### src/rtl/shot_capture_pkg.sv
package shot_capture_pkg;

    typedef enum logic [2:0] {
        ST_IDLE,
        ST_PRE,
        ST_WAIT,
        ST_POST,
        ST_DECR,
        ST_DONE
    } cap_state_e;

    localparam int ERR_N = 3;

    // Bit order matches err_flags: [2] config, [1] read while busy, [0] overwrite
    typedef struct packed {
        logic cfg_bad;
        logic rd_busy;
        logic overwrite;
    } err_evt_t;

    function automatic logic cfg_valid(input int unsigned shots,
                                       input int unsigned pre,
                                       input int unsigned post,
                                       input int unsigned nseg,
                                       input int unsigned depth);
        return (shots != 0) && (shots <= nseg) && (post != 0) && (pre + post <= depth);
    endfunction

endpackage

### src/rtl/shot_capture_fsm.sv
module shot_capture_fsm
    import shot_capture_pkg::*;
#(
    parameter int OFF_W  = 4,
    parameter int SEG_W  = 2,
    parameter int HOLD_W = 8,
    localparam int ADDR_W = OFF_W + SEG_W
) (
    input  logic              clk,
    input  logic              rst,
    input  logic              start,
    input  logic              stop,
    input  logic              smp_valid,
    input  logic              trig,
    input  logic [SEG_W:0]    cfg_shots,
    input  logic [OFF_W:0]    cfg_pre,
    input  logic [OFF_W:0]    cfg_post,
    input  logic [HOLD_W-1:0] cfg_hold,
    input  logic              host_rd,
    input  logic              host_rd_done,
    output logic              wr_en,
    output logic [ADDR_W-1:0] wr_addr,
    output logic              trig_stb,
    output logic [ADDR_W-1:0] trig_pos,
    output logic              busy,
    output logic              done,
    output err_evt_t          evt,
    output cap_state_e        state_o
);

    localparam int DEPTH = 1 << OFF_W;
    localparam int NSEG  = 1 << SEG_W;

    cap_state_e        state;
    logic [SEG_W-1:0]  seg;
    logic [OFF_W-1:0]  off;
    logic [OFF_W:0]    cnt;
    logic [SEG_W:0]    shots_left;
    logic [SEG_W:0]    shots_nxt;
    logic [HOLD_W-1:0] hold_cnt;
    logic              unread;
    logic              cfg_good;
    logic              start_go;
    logic              capturing;
    logic              trig_hit;
    cap_state_e        first_state;

    assign cfg_good   = cfg_valid(int'(cfg_shots), int'(cfg_pre), int'(cfg_post), NSEG, DEPTH);
    assign start_go   = start && !stop && (state == ST_IDLE || state == ST_DONE);
    assign capturing  = (state == ST_PRE) || (state == ST_WAIT) || (state == ST_POST);
    assign wr_en      = capturing && smp_valid && !stop;
    assign wr_addr    = {seg, off};
    assign trig_hit   = (state == ST_WAIT) && smp_valid && trig && !stop;
    assign busy       = (state != ST_IDLE) && (state != ST_DONE);
    assign done       = (state == ST_DONE);
    assign state_o    = state;
    assign first_state = (cfg_pre == '0) ? ST_WAIT : ST_PRE;
    // the decrement takes effect in the first dead-time cycle
    assign shots_nxt  = (hold_cnt == '0) ? shots_left - 1'b1 : shots_left;

    assign evt.cfg_bad   = start_go && !cfg_good;
    assign evt.overwrite = start_go && cfg_good && unread;
    assign evt.rd_busy   = host_rd && busy;

    always_ff @(posedge clk) begin
        if (rst) begin
            state      <= ST_IDLE;
            seg        <= '0;
            off        <= '0;
            cnt        <= '0;
            shots_left <= '0;
            hold_cnt   <= '0;
            trig_stb   <= 1'b0;
            trig_pos   <= '0;
            unread     <= 1'b0;
        end else begin
            trig_stb <= trig_hit;
            if (host_rd_done) begin
                unread <= 1'b0;
            end
            if (stop) begin
                state <= ST_IDLE;
            end else begin
                unique case (state)
                    ST_IDLE, ST_DONE: begin
                        if (start_go && cfg_good) begin
                            state      <= first_state;
                            seg        <= '0;
                            off        <= '0;
                            cnt        <= '0;
                            shots_left <= cfg_shots;
                        end
                    end
                    ST_PRE: begin
                        if (smp_valid) begin
                            off <= off + 1'b1;
                            cnt <= cnt + 1'b1;
                            if (cnt + 1'b1 == cfg_pre) begin
                                state <= ST_WAIT;
                            end
                        end
                    end
                    ST_WAIT: begin
                        if (smp_valid) begin
                            off <= off + 1'b1;
                            if (trig) begin
                                trig_pos <= {seg, off};
                                cnt      <= 1;
                                hold_cnt <= '0;
                                state    <= (cfg_post == 1) ? ST_DECR : ST_POST;
                            end
                        end
                    end
                    ST_POST: begin
                        if (smp_valid) begin
                            off <= off + 1'b1;
                            cnt <= cnt + 1'b1;
                            if (cnt + 1'b1 == cfg_post) begin
                                hold_cnt <= '0;
                                state    <= ST_DECR;
                            end
                        end
                    end
                    ST_DECR: begin
                        shots_left <= shots_nxt;
                        if (hold_cnt == cfg_hold) begin
                            if (shots_nxt == '0) begin
                                state  <= ST_DONE;
                                unread <= 1'b1;
                            end else begin
                                seg   <= seg + 1'b1;
                                off   <= '0;
                                cnt   <= '0;
                                state <= first_state;
                            end
                        end else begin
                            hold_cnt <= hold_cnt + 1'b1;
                        end
                    end
                    default: state <= ST_IDLE;
                endcase
            end
        end
    end

endmodule

### src/rtl/shot_capture_errs.sv
module shot_capture_errs #(
    parameter int N = 3
) (
    input  logic         clk,
    input  logic         rst,
    input  logic [N-1:0] evt,
    input  logic [N-1:0] clr,
    input  logic [N-1:0] irq_en,
    output logic [N-1:0] flags,
    output logic         irq
);

    for (genvar i = 0; i < N; i++) begin : g_flag
        logic bit_q;
        always_ff @(posedge clk) begin
            if (rst) begin
                bit_q <= 1'b0;
            end else if (evt[i]) begin
                bit_q <= 1'b1;
            end else if (clr[i]) begin
                bit_q <= 1'b0;
            end
        end
        assign flags[i] = bit_q;
    end

    assign irq = |(flags & irq_en);

endmodule

### src/rtl/shot_capture_ctrl.sv
module shot_capture_ctrl
    import shot_capture_pkg::*;
#(
    parameter int OFF_W  = 4,
    parameter int SEG_W  = 2,
    parameter int HOLD_W = 8,
    localparam int ADDR_W = OFF_W + SEG_W
) (
    input  logic              clk,
    input  logic              rst,
    input  logic              start,
    input  logic              stop,
    input  logic              smp_valid,
    input  logic              trig,
    input  logic [SEG_W:0]    cfg_shots,
    input  logic [OFF_W:0]    cfg_pre,
    input  logic [OFF_W:0]    cfg_post,
    input  logic [HOLD_W-1:0] cfg_hold,
    input  logic              host_rd,
    input  logic              host_rd_done,
    input  logic [2:0]        err_clr,
    input  logic [2:0]        irq_en,
    output logic              wr_en,
    output logic [ADDR_W-1:0] wr_addr,
    output logic              trig_stb,
    output logic [ADDR_W-1:0] trig_pos,
    output logic              busy,
    output logic              done,
    output logic [2:0]        err_flags,
    output logic              irq
);

    err_evt_t   evt;
    cap_state_e cap_state;

    shot_capture_fsm #(
        .OFF_W (OFF_W),
        .SEG_W (SEG_W),
        .HOLD_W(HOLD_W)
    ) u_fsm (
        .clk         (clk),
        .rst         (rst),
        .start       (start),
        .stop        (stop),
        .smp_valid   (smp_valid),
        .trig        (trig),
        .cfg_shots   (cfg_shots),
        .cfg_pre     (cfg_pre),
        .cfg_post    (cfg_post),
        .cfg_hold    (cfg_hold),
        .host_rd     (host_rd),
        .host_rd_done(host_rd_done),
        .wr_en       (wr_en),
        .wr_addr     (wr_addr),
        .trig_stb    (trig_stb),
        .trig_pos    (trig_pos),
        .busy        (busy),
        .done        (done),
        .evt         (evt),
        .state_o     (cap_state)
    );

    shot_capture_errs #(
        .N(ERR_N)
    ) u_errs (
        .clk   (clk),
        .rst   (rst),
        .evt   (evt),
        .clr   (err_clr),
        .irq_en(irq_en),
        .flags (err_flags),
        .irq   (irq)
    );

endmodule

### config.mk
export PLATFORM = sky130hd
export DESIGN_NAME = shot_capture_ctrl
export DESIGN_NICKNAME = d
export VERILOG_FILES = /design/src/rtl/shot_capture_pkg.sv /design/src/rtl/shot_capture_fsm.sv /design/src/rtl/shot_capture_errs.sv /design/src/rtl/shot_capture_ctrl.sv
export SDC_FILE = /design/constraint.sdc
export NUM_CORES = 1
export LEC_CHECK = 0
export BUFFER_PORTS_ARGS = -buffer_cell sky130_fd_sc_hd__buf_2
export CAP_MARGIN = 20
export CORE_UTILIZATION = 45
export CTS_CLUSTER_SIZE = 25
export DETAILED_ROUTE_END_ITERATION = 10
export PLACE_DENSITY_LB_ADDON = 0.05
export SETUP_SLACK_MARGIN = 0.5
export SYNTH_ARGS = -nofsm -noshare
export SYNTH_HDL_FRONTEND = slang
export SYNTH_SLANG_ARGS = --single-unit
### constraint.sdc
create_clock -name clk -period 3.8 [get_ports clk]
set_input_delay 0.57 -clock clk [delete_from_list [all_inputs] [get_ports clk]]
set_output_delay 0.57 -clock clk [all_outputs]
set_load 0.05 [all_outputs]
==> summary.txt <==
Setup path
  • Crit. End Element: flip-flop
  • Max incr delay on CP: about 500 ps
  • Crit Path Class: input pin to flip-flop
  • CP Max Fanout: 5
  • CP cell instances: buf_2, ha_1, fa_1, xor2_1, nor4b_1, mux2i_1, a211oi_1, buf_4, o2111ai_1, or4b_1, a21oi_1
  • Slowest CP cell: or4b_1
  • CP Launch Type: input pin
  • Required time worst endpoint: 4020 ps
  • Critical path arrival: 3220 ps

Timing
  • # setup viols final: 0
  • Period Utilization, post-route: 79.0%
  • RSZ-0062 raised after global routing: false
  • Rel. slew slack: between 50% and 60%
  • Final worst slack: between 700 and 800 ps
  • Fmax: roughly 330 MHz
  • Max Slew Vio Count: 0
  • Final Hold Viols: 0
  • Final setup TNS: 0 ps
  • Min Tclk post-route: 3000 ps
  • Slew @ Worst Pin: 607 ps
  • Worst clock skew: 8.87 ps

Global route
  • Gr usage total: 20.9%
  • First-pass GRT wire length: 9880 µm
  • Largest net degree at the start of global routing: 34
  • Total grt overflow: 0
  • Antenna violations before repair: 0
  • Vias in the first global route: around 2,100

Placed design
  • Hpwl dp: 4410 µm
  • Port-buffer cells: 54
  • DP Worst Slack: 546 ps
  • Final GP Congestion: 0.878
  • DP Area: 2790 µm²
  • Placed cells: 416

Detailed routing
  • 1st-iter DRT viols: 130
  • Total Wirelength: between 5000 and 6000 µm
  • DRC errors left: 0
  • Pre-Repair DR Iteration Count: 4
  • Via/cell ratio: 5.58
  • ANT nets after route: 0
  • DR WL/cell: around 14 µm
  • DR vias: ~2,400

Final layout
  • Fillers: 527
  • Final Cell Area: 2880 µm²
  • Net count reported at finish: 399
  • Fraction of layout cells with a size suffix above 1: 20.3%
  • Ant diodes: 0
  • Area Growth Syn to Fin: 17.0%
  • Finished Layout Cells: 424

Power
  • Logic gate share of total power: 19.6%
  • Reg power frac: 46.8%
  • LEAKAGE: around 1.3 nW
  • Pint: 0.575 mW
  • Switching part of the total: 30.7%
  • Pwr dens: 288 nW/µm²
  • Peak VDD IR: between 0.2 and 0.3 mV
  • Clock power frac: about a third
  • P_sw: 0.255 mW

Clock network
  • Hold-fix buffers, CTS: 0
  • Inserted Clock Buffers: 5
  • CTS max path bufs: 2
  • Postcts setup bufs: 0
  • CTS HTree Levels: 2
  • Cts repair resizes: 0
  • Clk pin slew, worst setup/hold paths: 80 ps
  • Clk_lat worst skew: 290 ps
  • CTS sink cnt: 36
  • Root buf cell: clkbuf_8
  • TritonCTS clock tree: built

Floorplanning
  • Die footprint: 5770 µm²
  • Core Box Area: 5200 µm²
  • Effective utilization at floorplan: 47.3%
  • Io pins: 55
  • Die Span X: 76.0 µm
  • Row cnt: 26
  • Die Ht: 76.0 µm

Logic synthesis
  • Seq/Total Area, Yosys: 29.3%
  • Yosys top cell area share: approximately 29%
  • Post-synth EDFFs: 0
  • Post-Syn Area: 2460 µm²
  • Yosys reg bits: 36
  • Prevailing post-synth register cell: dfxtp_1
  • Top cells by area, synth: dfxtp_1, xor2_1, nor2_1, ha_1, mux2i_1
  • Synth unique cells: 57
  • Fraction of registers with async set/reset: 0%
  • Mapped Avg Cell Area: between 8 and 9 µm²
  • Synthesized Nets: 345
  • Synth warnings: 0
  • Post-Synthesis Cells: roughly 300
  • Area leader, netlist: dfxtp_1

Outcome
  • Outcome: complete, no violations

Run
  • Max Cap Viol: 0

Worst hold path
  • HP Class: flip-flop to flip-flop
==> state kept, by name, indices dropped and copies added (netlist names) <==
| signal | count |
|---|---|
| u_fsm.state_o | 3 |
| u_fsm.seg | 2 |
| u_fsm.trig_pos | 6 |
| u_fsm.shots_left | 3 |
| u_fsm.unread | 1 |
| u_fsm.off | 4 |
| u_fsm.hold_cnt | 8 |
| u_fsm.cnt | 5 |
| u_errs.g_flag.bit_q | 3 |
| u_fsm.trig_stb | 1 |
==> critical path: cells and delay by family <==
family,cells,cell delay [ps]
buffers and inverters,2,310
adder cells (fa/ha/maj),2,620
AND/OR/NAND/NOR,2,760
XOR/XNOR,1,170
AO/OA/AOI/OAI,3,590
multiplexers,1,170
==> layout make-up <==
type / instances / area [µm²] / area share [%]
inverters: 18 / 67.6 / 2.34
repair buffers: 56 / 285 / 9.90
clock inverters: 3 / 23.8 / 0.825
clock buffers: 5 / 68.8 / 2.39
well taps: 70 / 87.6 / 3.04
flip-flops and latches: 36 / 721 / 25.0
multi-input cells: 236 / 1630 / 56.5
==> path summary, 6_finish.rpt <==
kind | from | end | slack [ps] | cells past startpoint
worst min register to register | u_fsm.unread | u_fsm.unread | 470 | 2
worst max-delay path | cfg_pre[0] | u_fsm.seg[1] | 800 | 11
worst max register to register | u_fsm.hold_cnt[0] | u_fsm.seg[1] | 1090 | 9
worst min-delay path | u_fsm.unread | u_fsm.unread | 470 | 2
==> power groups by stage <==
stage	clock network, mW	registers (mW)	logic [mW]
2_1_floorplan	0	0.395	0.112
3_3_place_gp	0	0.397	0.163
3_5_place_dp	0	0.397	0.162
4_1_cts	0.288	0.388	0.163
5_1_grt	0.306	0.389	0.182
6_report	0.279	0.388	0.163
==> routing by layer <==
layer / GRT usage, % / wire [µm]
met5: 0 / 0
met4: 5.77 / 55
met3: 3.47 / 251
met2: 35.0 / 2670
met1: 27.7 / 2840
==> cell families after synthesis <==
kind of cell	Yosys count	synth area share, %
fa+ha+maj	12	6.30
simple gates	115	23.7
xor+xnor	26	10.9
mux	11	4.52
compound gates	72	20.7
flops	36	29.3
buf+inv	27	4.62
==> placed cells by master (no fill, tap or decap), types with 3 or more instances in the layout <==
cell / count
buf_2: 54
dfxtp_1: 36
nor2_1: 34
nand2_1: 24
a21oi_1: 18
inv_1: 17
xor2_1: 15
o21ai_0: 12
mux2i_1: 10
ha_1: 10
nand3_1: 9
xnor2_1: 8
nor2b_1: 7
nor3_1: 7
or3_1: 5
nand4_1: 5
clkbuf_8: 5
nor4_1: 4
o211ai_1: 4
a211oi_1: 4
o22ai_1: 4
and3_1: 4
nand2b_1: 3
nor4b_1: 3
xnor3_1: 3
a2111oi_0: 3
a22oi_1: 3
==> cell usage after synthesis, types with 2 or more instances <==
cell	number
nand3b_1	2
a41oi_1	2
a21o_1	2
xnor2_1	8
o211ai_1	4
dfxtp_1	36
nor4_1	4
a31oi_1	2
nand2_1	24
a21oi_1	18
o22ai_1	4
a2111oi_0	3
nand3_1	9
clkbuf_1	5
mux2i_1	10
ha_1	10
o21bai_1	2
and3_1	4
nor2_1	34
inv_1	17
nand4b_1	2
xor2_1	15
xnor3_1	3
nand4_1	5
o21ai_0	12
nand2b_1	3
o32ai_1	2
nor4b_1	3
o2111ai_1	2
a211oi_1	4
or4_1	2
or3_1	5
a22oi_1	3
nor3_1	7
buf_4	3
nor2b_1	7
==> metrics by stage <==
stage                     hold WS [ps]  util (%)  total power, mW
final                              472      55.4            0.829
after floorplan                    445         -            0.507
after global routing               523      55.4            0.878
after CTS                          476      55.4            0.839
after global placement             461      53.6            0.559
after detailed placement           463      53.6            0.559
Power figures use the tool's default switching activity.
